### config.mk
export PLATFORM = sky130hd
export DESIGN_NAME = therm_alert
export DESIGN_NICKNAME = d
export VERILOG_FILES = /design/src/rtl/therm_alert_pkg.sv /design/src/rtl/thal_compare.sv /design/src/rtl/thal_fault_queue.sv /design/src/rtl/therm_alert.sv
export SDC_FILE = /design/constraint.sdc
export NUM_CORES = 1
export LEC_CHECK = 0
export ABC_AREA = 1
export BUFFER_PORTS_ARGS = -buffer_cell sky130_fd_sc_hd__clkbuf_2
export CAP_MARGIN = 20
export CORE_MARGIN = 4
export CORE_UTILIZATION = 25
export CTS_CLUSTER_SIZE = 20
export DETAILED_ROUTE_END_ITERATION = 8
export GPL_ROUTABILITY_DRIVEN = 0
export PLACE_DENSITY_LB_ADDON = 0.12
export SETUP_SLACK_MARGIN = 0.5
export SLEW_MARGIN = 25
export SYNTH_ARGS = -nofsm -noshare
export SYNTH_HDL_FRONTEND = slang
export SYNTH_SLANG_ARGS = --single-unit
export TNS_END_PERCENT = 10
### constraint.sdc
create_clock -name clk -period 4.4 [get_ports clk]
set_clock_uncertainty 0.1 [all_clocks]
set_input_delay 0.66 -clock clk [delete_from_list [all_inputs] [get_ports clk]]
set_output_delay 0.66 -clock clk [all_outputs]
set_load 0.01 [all_outputs]
### src/rtl/therm_alert_pkg.sv
package therm_alert_pkg;

    // Width of the run counter: it must hold the longest run (6).
    localparam int RUN_W = 3;

    typedef struct packed {
        logic       alert;      // alert state before polarity
        logic       cause;      // 1: high limit, 0: low limit
        logic       watch_low;  // interrupt mode: watching the low limit
        logic       mode_seen;  // last observed cfg_intmode
        logic [1:0] code_seen;  // last observed cfg_queue
    } alert_state_t;

    function automatic logic [RUN_W-1:0] run_length(input logic [1:0] code);
        logic [RUN_W-1:0] len;
        case (code)
            2'd0:    len = RUN_W'(1);
            2'd1:    len = RUN_W'(2);
            2'd2:    len = RUN_W'(4);
            default: len = RUN_W'(6);
        endcase
        return len;
    endfunction

endpackage

### src/rtl/thal_compare.sv
module thal_compare #(
    parameter int TW = 12
) (
    input  logic [TW-1:0] temp,
    input  logic [TW-1:0] hi,
    input  logic [TW-1:0] lo,
    output logic          at_or_above_hi,
    output logic          below_lo
);
    // Full-width signed comparisons.
    always_comb begin
        at_or_above_hi = $signed(temp) >= $signed(hi);
        below_lo       = $signed(temp) <  $signed(lo);
    end
endmodule

### src/rtl/thal_fault_queue.sv
module thal_fault_queue #(
    parameter int RUN_W = 3
) (
    input  logic             clk,
    input  logic             rst_n,
    input  logic             clear,
    input  logic             step,
    input  logic             fault,
    input  logic [RUN_W-1:0] need,
    output logic             hit,
    output logic [RUN_W-1:0] count
);
    logic [RUN_W-1:0] cnt_d, cnt_q;
    logic [RUN_W-1:0] cnt_next;

    always_comb begin
        cnt_next = cnt_q + RUN_W'(1);
        cnt_d    = cnt_q;
        hit      = 1'b0;
        if (clear) begin
            cnt_d = '0;
        end else if (step) begin
            if (!fault) begin
                cnt_d = '0;
            end else if (cnt_next >= need) begin
                hit   = 1'b1;
                cnt_d = '0;
            end else begin
                cnt_d = cnt_next;
            end
        end
    end

    always_ff @(posedge clk or negedge rst_n) begin
        if (!rst_n) cnt_q <= '0;
        else        cnt_q <= cnt_d;
    end

    assign count = cnt_q;

    // a passing result empties the run
    a_r2_pass_resets: assert property (@(posedge clk) disable iff (!rst_n)
        (step && !fault && !clear) |=> (cnt_q == '0));

    // a clear request empties the run
    a_r10_clear_empties: assert property (@(posedge clk) disable iff (!rst_n)
        clear |=> (cnt_q == '0));

    // a hit starts a fresh run
    a_r1_hit_restarts: assert property (@(posedge clk) disable iff (!rst_n)
        hit |=> (cnt_q == '0));
endmodule

### src/rtl/therm_alert.sv
module therm_alert
    import therm_alert_pkg::*;
#(
    parameter int TW = 12
) (
    input  logic          clk,
    input  logic          rst_n,
    input  logic          sample_valid,
    input  logic [TW-1:0] sample_temp,
    input  logic [TW-1:0] limit_hi,
    input  logic [TW-1:0] limit_lo,
    input  logic [1:0]    cfg_queue,
    input  logic          cfg_pol,
    input  logic          cfg_intmode,
    input  logic          cfg_shutdown,
    input  logic          reg_read,
    input  logic          ar_success,
    input  logic          gc_reset,
    output logic          alert_pin,
    output logic          alert_cause
);
    alert_state_t s_d, s_q;

    logic             ge_hi, lt_lo;
    logic             watching_low;
    logic             fault;
    logic             step;
    logic             cfg_change;
    logic             fq_clear;
    logic             hit;
    logic [RUN_W-1:0] need;
    logic [RUN_W-1:0] run_count;
    logic             ack_req;

    thal_compare #(.TW(TW)) u_cmp (
        .temp           (sample_temp),
        .hi             (limit_hi),
        .lo             (limit_lo),
        .at_or_above_hi (ge_hi),
        .below_lo       (lt_lo)
    );

    always_comb begin
        need         = run_length(cfg_queue);
        cfg_change   = (cfg_intmode != s_q.mode_seen) || (cfg_queue != s_q.code_seen);
        watching_low = cfg_intmode ? s_q.watch_low : s_q.alert;
        fault        = watching_low ? lt_lo : ge_hi;
        // An asserted interrupt-mode alert waits for acknowledge; no counting.
        step         = sample_valid && !(cfg_intmode && s_q.alert);
        fq_clear     = cfg_change || gc_reset;
        ack_req      = reg_read || ar_success || cfg_shutdown;
    end

    thal_fault_queue #(.RUN_W(RUN_W)) u_fq (
        .clk   (clk),
        .rst_n (rst_n),
        .clear (fq_clear),
        .step  (step),
        .fault (fault),
        .need  (need),
        .hit   (hit),
        .count (run_count)
    );

    always_comb begin
        s_d           = s_q;
        s_d.mode_seen = cfg_intmode;
        s_d.code_seen = cfg_queue;
        if (gc_reset) begin
            s_d.alert     = 1'b0;
            s_d.cause     = 1'b0;
            s_d.watch_low = 1'b0;
        end else begin
            // Acknowledge applies only to an alert already present.
            if (cfg_intmode && s_q.alert && ack_req) begin
                s_d.alert = 1'b0;
            end
            if (hit) begin
                if (cfg_intmode) begin
                    s_d.alert     = 1'b1;
                    s_d.cause     = !watching_low;
                    s_d.watch_low = !watching_low;
                end else begin
                    s_d.alert = !s_q.alert;
                    if (!s_q.alert) begin
                        s_d.cause = 1'b1;
                    end
                end
            end
            // Comparator behaviour keeps the watched side aligned with the level
            // so a switch to interrupt behaviour continues consistently.
            if (!cfg_intmode) begin
                s_d.watch_low = s_d.alert;
            end
        end
    end

    always_ff @(posedge clk or negedge rst_n) begin
        if (!rst_n) s_q <= '0;
        else        s_q <= s_d;
    end

    assign alert_pin   = cfg_pol ? s_q.alert : !s_q.alert;
    assign alert_cause = s_q.cause;

    // the alert only rises in response to an evaluated result
    a_r11_rise_needs_sample: assert property (@(posedge clk) disable iff (!rst_n)
        $rose(s_q.alert) |-> $past(sample_valid));

    // in comparator behaviour only a result (or bus reset) can drop the alert
    a_r4_cmp_fall_needs_sample: assert property (@(posedge clk) disable iff (!rst_n)
        ($fell(s_q.alert) && !$past(cfg_intmode) && !$past(gc_reset)) |-> $past(sample_valid));

    // a register read acknowledges an interrupt-mode alert
    a_r5_read_clears: assert property (@(posedge clk) disable iff (!rst_n)
        (cfg_intmode && s_q.alert && reg_read && !gc_reset) |=> !s_q.alert);

    // the cause bit is frozen while the alert stays asserted
    a_r6_cause_held: assert property (@(posedge clk) disable iff (!rst_n)
        (s_q.alert && $past(s_q.alert)) |-> $stable(s_q.cause));

    // bus reset clears alert, cause and run count
    a_r9_gc_clears: assert property (@(posedge clk) disable iff (!rst_n)
        gc_reset |=> (!s_q.alert && !s_q.cause && run_count == '0));
endmodule

### Word-level counts from Yosys, hierarchy flattened

Cells that the tools add are included.

* add/sub/neg operators: 1
* reduce and logical (&&, ||, !) cells: 14
* magnitude comparators: 3
* equal/unequal tests: 6
* mux-type cells: 19

Operators by type and width (number)
* $mux W3: 6
* $ge A12 B12 Y1: 1
* $lt A12 B12 Y1: 1
* $mux W1: 11
* $pmux W3 S3: 1
* $logic_or A1 B1 Y1: 4
* $reduce_bool A2 Y1: 2
* $add A3 B1 Y3 const B: 1
* $ge A3 B3 Y1: 1
* $logic_and A1 B1 Y1: 3
* $logic_not A1 Y1: 3
* $ne A3 B1 Y1 const B: 1
* $ne A3 B3 Y1 const B: 1
* $eq A2 B1 Y1 const B: 1
* $eq A2 B2 Y1 const B: 1
* $logic_not A2 Y1: 1
* $mux W2: 1
* $ne A2 B2 Y1: 1
* $reduce_and A2 Y1: 1
* $ne A1 B1 Y1: 1

* logic and storage cells: 49
* output and inout bits: 2
* register bits after elaboration: 9
* input port bits: 47

### Longest topological paths before layout

Gate-level depths: netlist of the first run.

* depth in word-level cells: 10
* gate-level depth with buffers: 16
* depth with buffers taken out: 16

### By module

Synthesis of the first run repeated with hierarchy kept, for this count alone.

* cell total of the unflattened synthesis: 211
* area total of the unflattened synthesis: 1307.5 sq um

Modules (own cells, without submodules)
* thal_compare: seq. area each 0.0 sq um, area each 669.4 sq um, instances 1, cells each 115
* therm_alert: seq. area each 150.1 sq um, area each 362.8 sq um, instances 1, cells each 55
* thal_fault_queue: seq. area each 75.1 sq um, area each 275.3 sq um, instances 1, cells each 41

### Worst setup path before layout of the first run

Ideal clock, no wire load.

* kind: register to register
* start: register u_fq.cnt_q[0], in the netlist u_fq.count[0]
* end: register u_fq.cnt_q[0], in the netlist u_fq.count[0]
* library setup time: 0.076 ns
* path buffers: 0
* required time: 4.224 ns
* slack: 2.317 ns
* data arrival time: 1.906 ns
* clock period less this slack: 2.083 ns
* stages on the path, launching flop included: 11
* cells stage by stage: dfrtp_1 -> ha_1 -> xor2_1 -> ha_1 -> a21oi_1 -> o21ai_1 -> a31oi_1 -> inv_1 -> nor2_1 -> nand2_1 -> o21ai_1

* word-level cells in the longest chain between the ends: 6

RTL lines
* from (decl): line thal_fault_queue.sv:13 `logic [RUN_W-1:0] cnt_d, cnt_q;`
* from (signal assigned): line thal_fault_queue.sv:36 `else cnt_q <= cnt_d;`
* $add A3 B1 Y3 *: line thal_fault_queue.sv:17 `cnt_next = cnt_q + RUN_W'(1);`
* $ge A3 B3 Y1: line thal_fault_queue.sv:25 `end else if (cnt_next >= need) begin`
* $mux W3 *: line thal_fault_queue.sv:25
* $mux W3 *: line thal_fault_queue.sv:23 `if (!fault) begin`
* $mux W3 *: line thal_fault_queue.sv:22 `end else if (step) begin`
* $mux W3 *: line thal_fault_queue.sv:20 `if (clear) begin`

Every way passes the cells marked *; elsewhere a longest branch is shown, timed or not. The select of a mux whose other input is x is not followed.
A chain may end at the register's enable or synchronous reset.

### Worst setup path in the final report of the first run

Same ends and word-level chain as after synthesis.

==> results of run 1 <==
[synth_stat cells, types with 3 or more instances]
master	n	area, sq um
nand2_1	51	191
inv_1	48	180
ha_1	27	338
nor2_1	10	37.5
dfrtp_1	9	225
a21oi_1	8	40.0
nand3_1	7	35.0
nand3_2	4	40.0
o21ai_1	4	20.0
a21oi_2	3	26.3
[worst paths after layout]
| check | cells after the start | to |
|---|---|---|
| worst max register to register | 10 | u_fq.count[0]$_DFFE_PN0P_ |
| max in group asynchronous | 1 | s_q[1]$_DFF_PN0_ |
| worst min register to register | 2 | u_fq.count[1]$_DFFE_PN0P_ |
| min in group clk | 2 | u_fq.count[1]$_DFFE_PN0P_ |
| worst max-delay path | 10 | u_fq.count[0]$_DFFE_PN0P_ |
| worst min-delay path | 1 | alert_cause$_DFFE_PN0P_ |
[layout by cell type, fill, tap and decap left out]
master,instances
a21oi_1,8
a31oi_1,1
nand3_2,4
xnor2_1,1
nor3_1,1
a21o_1,1
clkinv_2,1
xor2_1,2
nor2_4,1
o21ai_1,4
nor2_2,2
and2_1,1
inv_1,48
nand2_2,2
a21oi_2,3
nand4_1,2
nand2_1,51
a21boi_0,1
o21ai_2,1
ha_1,27
dfrtp_1,9
clkbuf_1,1
clkbuf_2,48
nand3_1,7
o21ai_0,2
clkbuf_8,3
inv_2,2
nor2_1,10
[cell type report]
class	count	area share, %
multi-input combinational	132	52.1
sequential	9	13.7
clock buffer	4	2.74
timing repair buffer	48	14.6
inverter	51	11.7
tap	67	5.11
[worst max-delay path: stages, from the launching register on]
cell     delay, ns
dfrtp_1       0.41
ha_1          0.22
xor2_1        0.16
ha_1          0.33
a21oi_1       0.14
o21ai_1       0.07
a31oi_1       0.28
inv_1         0.09
nor2_1        0.20
nand2_1       0.08
o21ai_1       0.11
[power by group]
| part | switching (uW) | internal, uW | total (uW) |
|---|---|---|---|
| logic | 53.6 | 45.1 | 98.8 |
| registers | 1.11 | 84.8 | 85.9 |
| clock network | 32.9 | 63.1 | 96.0 |
| total | 87.6 | 193 | 281 |
[logic make-up after synthesis]
| kind of cell | count (synthesis) | share of synthesized area [%] |
|---|---|---|
| AO/OA/AOI/OAI | 21 | 9.93 |
| XOR/XNOR | 3 | 2.07 |
| adder cells (fa/ha/maj) | 27 | 26.5 |
| buffers and inverters | 51 | 15.1 |
| flip-flops | 9 | 17.7 |
| AND/OR/NAND/NOR | 81 | 28.6 |
[registers in the layout, indices dropped and copies added, names as in the netlist]
name / count
s_q: 5
u_fq.count: 3
alert_cause: 1
[metrics by stage]
step / utilization [%] / hold slack [ns] / area (sq um)
CTS: 34.1 / 0.182 / 1640
floorplan: - / 0.264 / 1270
global placement: 33.1 / 0.378 / 1600
global route: 34.1 / 0.187 / 1640
detailed placement: 33.1 / 0.372 / 1600
finish: 34.1 / 0.178 / 1640
[metal layers]
metal  GRT usage [%]  part of all wire, %  wire length (um)
met5               0                    0                 0
met4            1.55                 0.95                25
met3            2.49                  5.4               143
met2            14.6                   44              1150
met1            12.3                   50              1320
==> impl_metrics.ini, run 1 <==
[status]
status = complete, no violations

[global_routing]
grt_usage_pct = 9.08
antenna_found_initial = 0
grt_pass1_wl_mm = 4.70
grt_max_degree = 10
grt_pass1_vias = 1187
grt_overflow = 0

[drt]
route.vias.total = 1258
drt_iter0_drc = 24
wl_per_cell_um = 8.48
wirelength_mm = 2.64
drc = 0
antenna_left = 0
drt-pass1-iter-count = 4
via_per_inst = 4.05

[placement]
hpwl_mm = 2.49
place_inst = 307
io_buffer_count = 48
pre_cts_slack_ns = 2.03

[power]
vdd_drop_max_mv = 0.0762
power_density_mw_per_mm2 = 171
p_leak_uw = 0.00106
power.total_uw = 281

[job]
maxCapViolations = 0

[setup_path]
critical_path.startpoint = u_fq.count[0]$_DFFE_PN0P_
reg2reg_slack_ns = 2.14
critPathMaxFanout = 4
crit_type = reg -> reg
worstPathRequired_ns = 4.46
r2r_start = u_fq.count[0]$_DFFE_PN0P_
worst_setup_path_end_kind = register
worst_setup_path_start_kind = register
worstPathArrival_ns = 2.32

[timing]
fin_crit_ns = 2.26
setup_tns_ns = 0
final.period_utilization_pct = 51.3
setup_violations = 0
worst_pin_slew_ns = 0.330
fin_ws_ns = 2.14
relSlewSlack_pct = 77.9
slew_viol_final = 0
fmax_mhz = 443
rsz0062_at_grt = false
final-hold-violation-count = 0

[layout]
multi_input_area_sq_um = 855
regArea_sq_um = 225
area_growth_pct = 29.0
nFillCells = 559
fin_cells = 311
drive_above_1_share_pct = 27.5
diodes = 0
finish.net_count = 319

[clock_tree]
holdBufCountCts = 0
cts_made_buffers = 3
cts_tree = yes
clk_path_buf_depth = 2
clock-sinks = 9
htreeDepth = 1
post_cts.repair.setup_buffers = 0
cts_root_buf = clkbuf_8
clk_latency_ns = 0.23
cts_resized = 0
clk_transition_reported_paths_ns = 0.05

[logic_synthesis]
synth.distinct_cells = 25
async_flop_share_pct = 100
synth_area_sq_mm = 0.00127
ys_warn_count = 0
synth_edf_count = 0
ys.flop_type = dfrtp_1
postSynthAreaPerCell_sq_um = 6.63
ys_seq_elements = 9
yosysSeqAreaShare_pct = 17.7
syn_nets = 266
syn_inst = 192

[floorplanning]
die_area_sq_mm = 0.00630
rows = 25
start_util_pct = 26.4
pin_count = 49
fp.dieH_um = 79.3
die_x_um = 79.3
core_region_area_sq_mm = 0.00482

[min_path]
min_path_type = in -> async
Note: power is estimated with default switching activity, not from simulation.
==> inputs of run 2 (changes only) <==
- ABC_AREA: 1 -> 0
- clock period: 4.4 -> 2 ns (I/O delays scaled with it)
==> run 2 against run 1 <==
  * The run now ends with negative setup slack left
  * Non-clock buffer count increased by 24
  * Worst hold slack improved by 0.039 ns
  * First-iteration DRC count fell by 4.2%
  * Synthesized cell count fell by 30%
  * Flip-flop and latch count is the same
==> impl_metrics.ini, run 2 <==
[status]
status = finished with violations
violations = negative setup slack

[power]
vdd_drop_max_mv = 0.239
power_density_mw_per_mm2 = 343
p_leak_uw = 0.00103

[placement]
hpwl_mm = 2.87
pre_cts_slack_ns = -0.443
io_buffer_count = 48

[min_path]
min_path_type = in -> reg

[clock_tree]
clk_latency_ns = 0.23
clk_transition_reported_paths_ns = 0.04
clk_path_buf_depth = 2
htreeDepth = 1
cts_tree = yes
clock-sinks = 9
cts_root_buf = clkbuf_8
cts_made_buffers = 3

[logic_synthesis]
synthTopCellsByArea = ha_1 (28%), dfrtp_1 (19%), inv_1 (8.1%), a21oi_1 (3.3%), a21o_1 (2.5%)
syn_inst = 134
ys.flop_type = dfrtp_1
synth_area_sq_mm = 0.00121
postSynthAreaPerCell_sq_um = 9.01
ys_top_cells_by_count = ha_1 (27), inv_1 (26), dfrtp_1 (9)
async_flop_share_pct = 100
synth.distinct_cells = 44
syn_nets = 208
synth_top_area_cell = ha_1
ys_warn_count = 0
yosysSeqAreaShare_pct = 18.7
yosysMostFrequentCell = ha_1
synth_edf_count = 0
synth_top_area_share_pct = 28.0
ys_seq_elements = 9

[floorplanning]
die_area_sq_mm = 0.00601
core_region_area_sq_mm = 0.00469
start_util_pct = 25.7
fp.dieH_um = 77.5
pin_count = 49
rows = 25
die_x_um = 77.5

[global_routing]
grt_max_degree = 10
grt_pass1_vias = 1319
grt_overflow = 0
antenna_found_initial = 0
grt_pass1_wl_mm = 5.52
grt_usage_pct = 11.1

[timing]
final.period_utilization_pct = 104
fin_ws_ns = -0.0766
fmax_mhz = 482
fin_crit_ns = 2.08
final-hold-violation-count = 0
rsz0062_at_grt = true
hold_ws_ns = 0.217
slew_viol_final = 0
worst_pin_slew_ns = 0.366
setup_violations = 5
relSlewSlack_pct = 75.5

[drt]
via_per_inst = 4.69
wl_per_cell_um = 12.4
antenna_left = 0
drt-pass1-iter-count = 4
drc = 0
drt_iter0_drc = 23
route.vias.total = 1233
wirelength_mm = 3.26

[setup_path]
reg2reg_slack_ns = -0.06
timing.rr.end = u_fq.count[0]$_DFFE_PN0P_
crit_type = in -> reg
crit_end = u_fq.count[0]$_DFFE_PN0P_
worstPathRequired_ns = 2.01
r2r_start = s_q[5]$_DFF_PN0_
worstPathArrival_ns = 2.09
critical_path.startpoint = sample_temp[3]
r2r_cells = 8
worst_setup_path_start_kind = primary input
critPathMaxFanout = 3
worst_setup_path_end_kind = register

[layout]
top_register = s_q
largest_register_ff_count = 5
drive_above_1_share_pct = 60.3
nFillCells = 481
diodes = 0
finish.net_count = 284
final_cell_mix = clkbuf_2 (40), buf_4 (25), inv_1 (17), ha_4 (15), ha_1 (11)
final_common_cell = clkbuf_2
area_growth_pct = 75.8

[job]
maxCapViolations = 0
## run 2: routing by layer
layer	vias to the layer above	GRT usage, %	wire length (um)
met5	-	0	0
met4	0	1.96	0
met3	0	2.78	162
met2	29	20.8	1820
met1	571	12.7	1270
li1	633	-	-
## run 2: timing repair
item	CTS	global route
setup endpoints to repair	6	7
gates cloned	0	0
buffers inserted	3	0
hold buffers	1	0
hold endpoints to repair	9	0
pin swaps	6	17
resized for setup	12	26
## run 2: worst min-delay path by stage
stage / startpoint / to / depth (start not counted)
floorplan: rst_n / alert_cause$_DFFE_PN0P_ / 0
CTS: cfg_queue[0] / s_q[0]$_DFF_PN0_ / 2
finish: cfg_queue[0] / s_q[0]$_DFF_PN0_ / 2
global placement: rst_n / s_q[2]$_DFF_PN0_ / 1
global route: cfg_queue[1] / s_q[1]$_DFF_PN0_ / 2
detailed placement: rst_n / s_q[2]$_DFF_PN0_ / 1
## run 2: cell type report
cell class | instances | area [sq um] | share of cell area, %
multi-input cells | 97 | 1190 | 56.0
repair buffers | 72 | 474 | 22.3
flip-flops and latches | 9 | 225 | 10.6
clock buffers | 4 | 45.0 | 2.12
well taps | 54 | 67.6 | 3.18
inverters | 27 | 121 | 5.72
## run 2: cell families (layout without fill, tap and decap cells)
kind of cell / count (synthesis) / after routing / synth area share, %
adders and majority gates: 27 / 27 / 28.0
and+or+nand+nor: 32 / 32 / 19.3
AOI/OAI and AO/OA: 31 / 31 / 19.6
buffers and inverters: 28 / 103 / 8.81
DFF: 9 / 9 / 18.7
xor gates and xnor gates: 4 / 4 / 2.90
muxes: 3 / 3 / 2.80
## run 2: power by group
part           internal [uW]  total, uW  switching (uW)
clock network            139        214            74.9
logic                    178        325             147
registers                186        189            2.52
total                    503        728             224
## run 2: stage by stage
stage	cells	cell area [sq um]	setup TNS, ns	util [%]	total power, uW
detailed placement	255	1860	-2.09	39.7	470
CTS	263	2020	-0.803	43.0	715
floorplan	134	1410	-0.457	-	341
global route	263	2120	-0.813	45.2	789
finish	263	2120	-0.238	45.2	728
global placement	255	1860	-1.92	39.7	465
## run 2: critical path, stage by stage
cell	delay, ns
buf_4	0.13
ha_4	0.27
and4b_1	0.19
a211oi_2	0.04
or3_4	0.40
a211oi_4	0.27
buf_4	0.17
nor4_4	0.04
mux2_4	0.26
==> inputs of run 3 (changes only) <==
- MAX_ROUTING_LAYER: default -> met4
==> run 3 against run 2 <==
  * Via count rose by 0.16%
  * Setup slack barely moved
  * Cell count did not move
  * Clock-buffer cell count did not move
  * Core utilization did not move
  * The run still ends with negative setup slack left
  * Sequential power barely moved
  * Maximum frequency barely moved
  * Register-to-register slack barely moved
  * Die area did not move
  * Final area did not move
  * Critical path type unchanged
  * Flip-flop and latch count did not move
==> impl_metrics.ini, run 3 (synthesized netlist as in run 2, its figures left out) <==
[clock_tree]
clock-sinks = 9
cts_tree = yes
clk_path_buf_depth = 2
cts_made_buffers = 3
clk_transition_reported_paths_ns = 0.04
clk_latency_ns = 0.23
htreeDepth = 1
cts_root_buf = clkbuf_8

[timing]
worst_pin_slew_ns = 0.366
rsz0062_at_grt = true
slew_viol_final = 0
fin_crit_ns = 2.08
setup_violations = 5
fmax_mhz = 482
final.period_utilization_pct = 104
fin_ws_ns = -0.0761
relSlewSlack_pct = 75.5
final-hold-violation-count = 0
hold_ws_ns = 0.216

[setup_path]
crit_chain = buf_4, ha_4, and4b_1, a211oi_2, or3_4, a211oi_4, buf_4, nor4_4, mux2_4
worst_setup_path_end_kind = register
crit_slowest_cell = or3_4
crit_family = simple AND/OR/NAND/NOR gates
critPathMaxFanout = 3
worst_setup_path_start_kind = primary input
crit_type = in -> reg
cp_num_buf_inv = 2
worstPathArrival_ns = 2.09
worstPathRequired_ns = 2.01
slowest_delay_ns = 0.40
path_common_cell = buf_4

[layout]
drive_above_1_share_pct = 60.3
finish.net_count = 284
fin_cells = 263
fin_util_pct = 45.2
final_cell_mix = clkbuf_2 (40), buf_4 (25), inv_1 (17), ha_4 (15), ha_1 (11)
area_growth_pct = 75.8
diodes = 0
largest_register_ff_count = 5
top_register = s_q
nFillCells = 481
fin_area_sq_mm = 0.00212
final_common_cell = clkbuf_2

[status]
violations = negative setup slack
status = finished with violations

[global_routing]
grt_pass1_vias = 1319
grt_max_degree = 10
grt_overflow = 0
grt_pass1_wl_mm = 5.53
grt_usage_pct = 11.4
antenna_found_initial = 0

[drt]
route.vias.total = 1235
via_per_inst = 4.70
wirelength_mm = 3.26
antenna_left = 0
drt-pass1-iter-count = 4
drc = 0
drt_iter0_drc = 27
wl_per_cell_um = 12.4

[power]
power.total_uw = 728
vdd_drop_max_mv = 0.240
p_leak_uw = 0.00103
power_density_mw_per_mm2 = 343

[min_path]
min_path_type = in -> reg

[floorplanning]
rows = 25
pin_count = 49
fp.dieH_um = 77.5
start_util_pct = 25.7
core_region_area_sq_mm = 0.00469
die_x_um = 77.5
die_area_sq_mm = 0.00601

[placement]
dpl_cell_area_sq_mm = 0.00186
place_inst = 255
io_buffer_count = 48
hpwl_mm = 2.87

[job]
maxCapViolations = 0
run 3: cell counts in the layout (fill, tap and decap cells not counted):
Identical to the previous run, type by type.
run 3: per-layer routing:
metal / vias up / share of wire (%) / global-route usage [%]
met3: 2 / 5.0 / 2.78
li1: 633 / - / -
met5: - / 0 / -
met4: 0 / 0.43 / 1.96
met2: 29 / 55 / 20.8
met1: 571 / 39 / 12.7
run 3: stage by stage:
step           TNS (ns)  worst slack [ns]
6_report         -0.237           -0.0761
5_1_grt          -0.813            -0.163
4_1_cts          -0.803            -0.166
3_5_place_dp      -2.09            -0.443
3_3_place_gp      -1.92            -0.379
2_1_floorplan    -0.457            -0.153
run 3: final timing paths:
check	endpoint	depth (start not counted)	startpoint	slack [ns]
max	u_fq.count[0]$_DFFE_PN0P_	9	sample_temp[3]	-0.08
min	s_q[0]$_DFF_PN0_	2	cfg_queue[0]	0.22
max reg2reg	u_fq.count[0]$_DFFE_PN0P_	8	s_q[5]$_DFF_PN0_	-0.06
min reg2reg	u_fq.count[1]$_DFFE_PN0P_	1	u_fq.count[1]$_DFFE_PN0P_	0.47
max in group asynchronous	u_fq.count[0]$_DFFE_PN0P_	2	rst_n	1.23
min in group asynchronous	s_q[5]$_DFF_PN0_	2	rst_n	0.37
run 3: worst register-to-register path: stages, from the launching register on:
cell,delay (ns)
dfrtp_1,0.39
mux2_4,0.29
buf_4,0.15
clkinv_1,0.07
o31ai_4,0.09
nor4bb_4,0.36
buf_4,0.18
nor4_4,0.04
mux2_4,0.26
run 3: cell type report:
cell class                      instances  area, sq um  area share (%)
Clock buffer                            4         45.0            2.12
Timing Repair Buffer                   72          474            22.3
Tap cell                               54         67.6            3.18
Multi-Input combinational cell         97         1190            56.0
Sequential cell                         9          225            10.6
Inverter                               27          121            5.72
run 3: report_power, final:
part | internal, uW | total [uW] | switching, uW | leakage, uW
Clock | 139 | 214 | 75.2 | 0.0000228
Sequential | 186 | 189 | 2.52 | 0.000119
Combinational | 178 | 325 | 147 | 0.000891
Total | 503 | 728 | 225 | 0.00103
run 3: repair_timing:
| item | in CTS | in global routing |
|---|---|---|
| gates resized for setup | 12 | 26 |
| endpoints found under the setup margin | 6 | 7 |
| pin swaps | 6 | 17 |
| setup buffers | 3 | 0 |
| hold endpoints to repair | 9 | 0 |
| hold buffers | 1 | 0 |
